**config.mk**
```make
export PLATFORM = sky130hd
export DESIGN_NAME = io_irq_unit
export DESIGN_NICKNAME = d
export VERILOG_FILES = /design/src/rtl/io_irq_pkg.sv /design/src/rtl/io_instr_dec.sv /design/src/rtl/io_in_reg.sv /design/src/rtl/io_out_reg.sv /design/src/rtl/io_irq_seq.sv /design/src/rtl/io_irq_unit.sv
export SDC_FILE = /design/constraint.sdc
export NUM_CORES = 1
export LEC_CHECK = 0
export BUFFER_PORTS_ARGS = -buffer_cell sky130_fd_sc_hd__buf_4
export CORE_MARGIN = 2
export CORE_UTILIZATION = 30
export DETAILED_ROUTE_END_ITERATION = 8
export GPL_TIMING_DRIVEN = 0
export SLEW_MARGIN = 20
export SYNTH_ARGS = -nofsm -noshare
export SYNTH_HDL_FRONTEND = slang
export SYNTH_SLANG_ARGS = --single-unit
```
**constraint.sdc**
```tcl
create_clock -name clk -period 1.2 [get_ports clk]
set_input_delay 0.24 -clock clk [delete_from_list [all_inputs] [get_ports clk]]
set_output_delay 0.24 -clock clk [all_outputs]
set_load 0.02 [all_outputs]
```
**src/rtl/io_irq_pkg.sv**
```systemverilog
`timescale 1ns/1ps
// Shared constants and types for the character I/O and interrupt unit.
// Assumes the instruction format: class in bits 15..12, I/O control bits below.
package io_irq_pkg;
    localparam logic [3:0] IO_CLASS  = 4'hF;  // opcode all ones with I=1
    localparam int         EXEC_STEP = 3;     // timing step of I/O execution
    localparam int         BIT_INP   = 11;
    localparam int         BIT_OUT   = 10;
    localparam int         BIT_SKI   = 9;
    localparam int         BIT_SKO   = 8;
    localparam int         BIT_ION   = 7;
    localparam int         BIT_IOF   = 6;

    typedef struct packed {
        logic exec;
        logic inp;
        logic outp;
        logic ski;
        logic sko;
        logic ion;
        logic iof;
    } io_cmd_t;
endpackage

```
**src/rtl/io_instr_dec.sv**
```systemverilog
`timescale 1ns/1ps
// Decodes the I/O instruction class into one strobe per action.
// Assumes: the class is valid only at EXEC_STEP and never during an interrupt cycle.
module io_instr_dec
    import io_irq_pkg::*;
#(
    parameter int WORD_W = 16,
    parameter int T_W    = 4
) (
    input  logic [WORD_W-1:0] instr,
    input  logic [T_W-1:0]    t_step,
    input  logic              irq_cycle,
    output io_cmd_t           cmd
);
    localparam logic [T_W-1:0] STEP_X = T_W'(EXEC_STEP);

    logic unused_low_bits;
    assign unused_low_bits = ^instr[BIT_IOF-1:0];

    // Qualify the class, then split out each control bit.
    always_comb begin
        cmd.exec = !irq_cycle && (t_step == STEP_X) && (instr[WORD_W-1 -: 4] == IO_CLASS);
        cmd.inp  = cmd.exec && instr[BIT_INP];
        cmd.outp = cmd.exec && instr[BIT_OUT];
        cmd.ski  = cmd.exec && instr[BIT_SKI];
        cmd.sko  = cmd.exec && instr[BIT_SKO];
        cmd.ion  = cmd.exec && instr[BIT_ION];
        cmd.iof  = cmd.exec && instr[BIT_IOF];
    end
endmodule

```
**src/rtl/io_in_reg.sv**
```systemverilog
`timescale 1ns/1ps
// Input character register with its full flag.
// Assumes: a device write and an instruction read on the same edge leave the flag set.
module io_in_reg #(
    parameter int CHAR_W = 8
) (
    input  logic              clk,
    input  logic              rst_n,
    input  logic              dev_valid,
    input  logic [CHAR_W-1:0] dev_data,
    input  logic              take,
    output logic              dev_ready,
    output logic              full,
    output logic [CHAR_W-1:0] data
);
    logic wr_fire;
    assign wr_fire   = dev_valid && !full;
    assign dev_ready = !full;

    // Capture device characters and track the full flag.
    always_ff @(posedge clk) begin
        if (!rst_n) begin
            data <= '0;
            full <= 1'b0;
        end else begin
            if (wr_fire) data <= dev_data;
            if (wr_fire)   full <= 1'b1;
            else if (take) full <= 1'b0;
        end
    end
endmodule

```
**src/rtl/io_out_reg.sv**
```systemverilog
`timescale 1ns/1ps
// Output character register with its empty flag (set means ready for a new char).
// Assumes: an instruction load wins over a device read on the same edge.
module io_out_reg #(
    parameter int CHAR_W = 8
) (
    input  logic              clk,
    input  logic              rst_n,
    input  logic              load,
    input  logic [CHAR_W-1:0] src,
    input  logic              dev_ready,
    output logic              dev_valid,
    output logic              empty,
    output logic [CHAR_W-1:0] data
);
    assign dev_valid = !empty;

    // Load characters from the accumulator and track the empty flag.
    always_ff @(posedge clk) begin
        if (!rst_n) begin
            data  <= '0;
            empty <= 1'b1;
        end else if (load) begin
            data  <= src;
            empty <= 1'b0;
        end else if (dev_ready && !empty) begin
            empty <= 1'b1;
        end
    end
endmodule

```
**src/rtl/io_irq_seq.sv**
```systemverilog
`timescale 1ns/1ps
// Interrupt enable, interrupt-cycle flag and the three-step entry sequence.
// Assumes: the sequence counter advances one step per cycle and is cleared on sc_clr.
module io_irq_seq #(
    parameter int T_W = 4
) (
    input  logic           clk,
    input  logic           rst_n,
    input  logic [T_W-1:0] t_step,
    input  logic           ion,
    input  logic           iof,
    input  logic           in_full,
    input  logic           out_empty,
    output logic           irq_cycle,
    output logic           irq_en,
    output logic           ar_clr,
    output logic           tr_ld_pc,
    output logic           mem_wr,
    output logic           pc_clr,
    output logic           entry_inc,
    output logic           entry_done
);
    localparam logic [T_W-1:0] S0 = T_W'(0);
    localparam logic [T_W-1:0] S1 = T_W'(1);
    localparam logic [T_W-1:0] S2 = T_W'(2);
    localparam logic [T_W-1:0] S3 = T_W'(3);

    logic set_req;

    // Step strobes of the entry sequence.
    always_comb begin
        ar_clr     = irq_cycle && (t_step == S0);
        tr_ld_pc   = irq_cycle && (t_step == S0);
        mem_wr     = irq_cycle && (t_step == S1);
        pc_clr     = irq_cycle && (t_step == S1);
        entry_inc  = irq_cycle && (t_step == S2);
        entry_done = irq_cycle && (t_step == S2);
        set_req    = !irq_cycle && (t_step >= S3) && irq_en && (in_full || out_empty);
    end

    // Interrupt enable: cleared by entry or IOF (IOF beats ION).
    always_ff @(posedge clk) begin
        if (!rst_n)          irq_en <= 1'b0;
        else if (entry_done) irq_en <= 1'b0;
        else if (iof)        irq_en <= 1'b0;
        else if (ion)        irq_en <= 1'b1;
    end

    // Interrupt-cycle flag: raised outside the fetch steps, dropped at entry end.
    always_ff @(posedge clk) begin
        if (!rst_n)          irq_cycle <= 1'b0;
        else if (entry_done) irq_cycle <= 1'b0;
        else if (set_req)    irq_cycle <= 1'b1;
    end
endmodule

```
**src/rtl/io_irq_unit.sv**
```systemverilog
`timescale 1ns/1ps
// Top: character I/O channels, I/O instruction execution and interrupt entry.
// Assumes: the datapath applies the strobes in the same cycle they are driven.
module io_irq_unit
    import io_irq_pkg::*;
#(
    parameter int CHAR_W = 8,
    parameter int WORD_W = 16,
    parameter int T_W    = 4
) (
    input  logic              clk,
    input  logic              rst_n,
    input  logic [T_W-1:0]    t_step,
    input  logic [WORD_W-1:0] instr,
    input  logic [CHAR_W-1:0] acc_lo,
    input  logic              dev_in_valid,
    input  logic [CHAR_W-1:0] dev_in_data,
    output logic              dev_in_ready,
    output logic              dev_out_valid,
    output logic [CHAR_W-1:0] dev_out_data,
    input  logic              dev_out_ready,
    output logic              acc_lo_ld,
    output logic [CHAR_W-1:0] acc_lo_data,
    output logic              pc_inc,
    output logic              pc_clr,
    output logic              ar_clr,
    output logic              tr_ld_pc,
    output logic              mem_wr,
    output logic              sc_clr,
    output logic              irq_cycle
);
    io_cmd_t           cmd;
    logic              in_flag;
    logic              out_flag;
    logic              irq_en;
    logic              entry_inc;
    logic              entry_done;
    logic [CHAR_W-1:0] in_char;

    io_instr_dec #(.WORD_W(WORD_W), .T_W(T_W)) u_dec (
        .instr(instr), .t_step(t_step), .irq_cycle(irq_cycle), .cmd(cmd)
    );

    io_in_reg #(.CHAR_W(CHAR_W)) u_in (
        .clk(clk), .rst_n(rst_n), .dev_valid(dev_in_valid), .dev_data(dev_in_data),
        .take(cmd.inp), .dev_ready(dev_in_ready), .full(in_flag), .data(in_char)
    );

    io_out_reg #(.CHAR_W(CHAR_W)) u_out (
        .clk(clk), .rst_n(rst_n), .load(cmd.outp), .src(acc_lo),
        .dev_ready(dev_out_ready), .dev_valid(dev_out_valid), .empty(out_flag),
        .data(dev_out_data)
    );

    io_irq_seq #(.T_W(T_W)) u_seq (
        .clk(clk), .rst_n(rst_n), .t_step(t_step), .ion(cmd.ion), .iof(cmd.iof),
        .in_full(in_flag), .out_empty(out_flag), .irq_cycle(irq_cycle), .irq_en(irq_en),
        .ar_clr(ar_clr), .tr_ld_pc(tr_ld_pc), .mem_wr(mem_wr), .pc_clr(pc_clr),
        .entry_inc(entry_inc), .entry_done(entry_done)
    );

    // Merge skip, entry and counter-clear requests for the datapath.
    always_comb begin
        acc_lo_ld   = cmd.inp;
        acc_lo_data = in_char;
        pc_inc      = (cmd.ski && in_flag) || (cmd.sko && out_flag) || entry_inc;
        sc_clr      = cmd.exec || entry_done;
    end
endmodule

```
==> impl_metrics.json <==
{
  "status": "finished, violations left",
  "violations": "design-rule violations, negative setup slack",
  "internal_power_mw": 1.17,
  "syn_nets": 136,
  "ys.flop_type": "dfxtp_1",
  "drive_above_1_share": 0.593,
  "nNetsFinal": 213,
  "cp-start-kind": "flip-flop",
  "ant_nets": 0,
  "vias_per_cell": 4.71,
  "antenna_cells": 0,
  "via_count": 957,
  "layout_commonest_cell": "buf_4",
  "cp_num_buf_inv": 2,
  "hp-class": "in -> reg",
  "critPathTopFamily": "flip-flops",
  "core_um2": 2810,
  "power_density_nw_per_um2": 879,
  "hold_viol": 0,
  "synthCells": 96,
  "layout_min_cycle_time_ns": 1.45,
  "reg2regPathDepth": 8,
  "root_buffer": "clkbuf_4",
  "area_growth_pct": 89.0,
  "yosysSeqAreaShare": 0.442,
  "cts_sinks": 20,
  "cts_hold_buf": 0,
  "htree_levels": 1,
  "dr.pass1.iters": 6,
  "first_global_vias": 960,
  "maxCapViolations": 0,
  "die_h_um": 59.0,
  "worstReg2RegStart": "u_seq.irq_cycle",
  "antenna_found_initial": 0,
  "p_leak_nw": 0.776,
  "comb_power_share": 0.175,
  "vdd_drop_max_v": 0.000577,
  "layout_setup_ws_ns": -0.250,
  "setup_violations": 13,
  "place_area_um2": 1430,
  "path_common_cell": "buf_6",
  "rsz0062_at_grt": "true",
  "finalInstanceArea_um2": 1710,
  "pwr-share-seq": 0.458,
  "place_ws_ns": -0.233,
  "grt_use_total": 0.152,
  "pwr-share-clk": 0.366,
  "critPathLaunch": "u_seq.irq_cycle",
  "overflow": 0,
  "relSlewSlack": 0.734,
  "swShare": 0.221,
  "crit_arrival_ns": 1.21,
  "grt_max_degree": 13,
  "synth_edf_count": 0,
  "yosys_register_bits": 20,
  "final_cell_mix": "buf_4, buf_6, dfxtp_1",
  "die_w_um": 59.0,
  "clock.fmax_mhz": 690,
  "drt_iter0_markers": 23,
  "wire_per_inst_um": 13.3,
  "criticalPathCategory": "reg -> out",
  "clk_latency_ns": 0.30,
  "drcViolationCount": 4,
  "dp_cells": 185,
  "clk_path_buf_depth": 2,
  "finalCritPeriodShare": 1.21,
  "crit_slowest_cell": "dfxtp_4",
  "portBuffers": 58,
  "routed_wl_um": 2700,
  "tightest_slew_ns": 0.398,
  "fin_cells": 203,
  "dpl.hpwl_um": 1900,
  "holdPathStages": 2,
  "start_util": 0.323,
  "finClkSkew_ns": 0.00713,
  "syn-mean-instance-area_um2": 9.44,
  "hp-start": "instr[6]",
  "path_max_fanout": 4,
  "clk_pin_slew_worst_paths_ns": 0.11,
  "post_synth_num_cell_types": 29,
  "core.rowCount": 19,
  "cp.depth": 4,
  "grt_pass1_wl_um": 4020,
  "ios": 66,
  "async_flop_share": 0,
  "slew_violations": 0,
  "cp.required_ns": 0.96,
  "gp_congestion": 0.791,
  "dieArea_um2": 3480,
  "worstPathCellList": "nand2b_4 > nor3_4 > buf_6 > buf_6",
  "cts_buffers": 3,
  "p_sw_mw": 0.333,
  "yosys_warnings": 0,
  "max_stage_delay_ns": 0.41,
  "cts_tree": "done",
  "mappedNetlistArea_um2": 906,
  "crit_path_end_kind": "primary output"
}
-- metrics by stage --
stage	setup TNS, ns	total power [mW]	hold WS [ns]	utilization
2_1_floorplan	-0.0859	0.808	0.338	-
3_3_place_gp	-1.91	0.935	0.429	0.509
3_5_place_dp	-2.13	0.939	0.437	0.509
4_1_cts	-1.61	1.50	0.102	0.572
5_1_grt	-2.71	1.57	0.0943	0.610
6_report	-1.70	1.50	0.112	0.610
-- layer usage --
layer	vias up	GRT usage	share of wire
li1	485	-	-
met1	432	0.171	0.39
met4	0	0.0682	0.018
met5	-	0	0
met3	6	0.0132	0.048
met2	34	0.284	0.54
-- final cells by class --
cell class | instances | area (µm²)
timing repair buffer | 72 | 614
buffer | 7 | 70.1
clock buffer | 3 | 22.5
clock inverter | 1 | 30.0
sequential | 20 | 409
multi-input combinational | 66 | 513
fill | 246 | 1090
inverter | 3 | 13.8
tap | 31 | 38.8
-- synth_stat cells, types with 2 or more instances --
| library cell | number | share of area |
|---|---|---|
| nor3_1 | 2 | 0.011 |
| nor2b_1 | 9 | 0.062 |
| buf_4 | 2 | 0.017 |
| mux2i_1 | 16 | 0.18 |
| dfxtp_1 | 20 | 0.44 |
| buf_2 | 2 | 0.011 |
| nand2_1 | 17 | 0.070 |
| inv_1 | 3 | 0.012 |
| o21ai_0 | 2 | 0.011 |
| clkbuf_1 | 2 | 0.0083 |
| a21oi_1 | 3 | 0.017 |
-- kinds of logic (layout without fill, tap and decap cells) --
family          Yosys count  count (layout)  share of synthesized area
buf+inv                  10              86                     0.0704
mux                      16              16                      0.177
compound gates           11              11                     0.0774
simple gates             39              39                      0.233
flops                    20              20                      0.442
-- what timing repair did --
| item | in CTS | in global routing |
|---|---|---|
| endpoints found under the setup margin | 8 | 21 |
| gates cloned | 0 | 1 |
| hold endpoints to repair | 0 | 0 |
| setup buffers | 9 | 5 |
| gates resized for setup | 21 | 14 |
| pin swaps | 4 | 1 |
-- state kept, by name, indices dropped and copies added, names as in the netlist --
signal	cells
u_in.data	8
u_out.data	8
u_in.full	1
u_out.empty	1
u_seq.irq_cycle	1
u_seq.irq_en	1
-- power groups by stage --
stage	clock network (mW)	logic [mW]	registers [mW]
floorplan	0	0.0801	0.728
global placement	0	0.226	0.709
detailed placement	0	0.230	0.710
CTS	0.571	0.243	0.690
global route	0.591	0.284	0.693
finish	0.551	0.264	0.690
-- worst paths after layout --
path	end	slack, ns
setup reg to reg	u_seq.irq_en	-0.09
hold reg to reg	u_out.data[6]	0.47
setup / recovery	tr_ld_pc	-0.25
hold / removal	u_seq.irq_en	0.11
(Power assumes the default switching activity.)
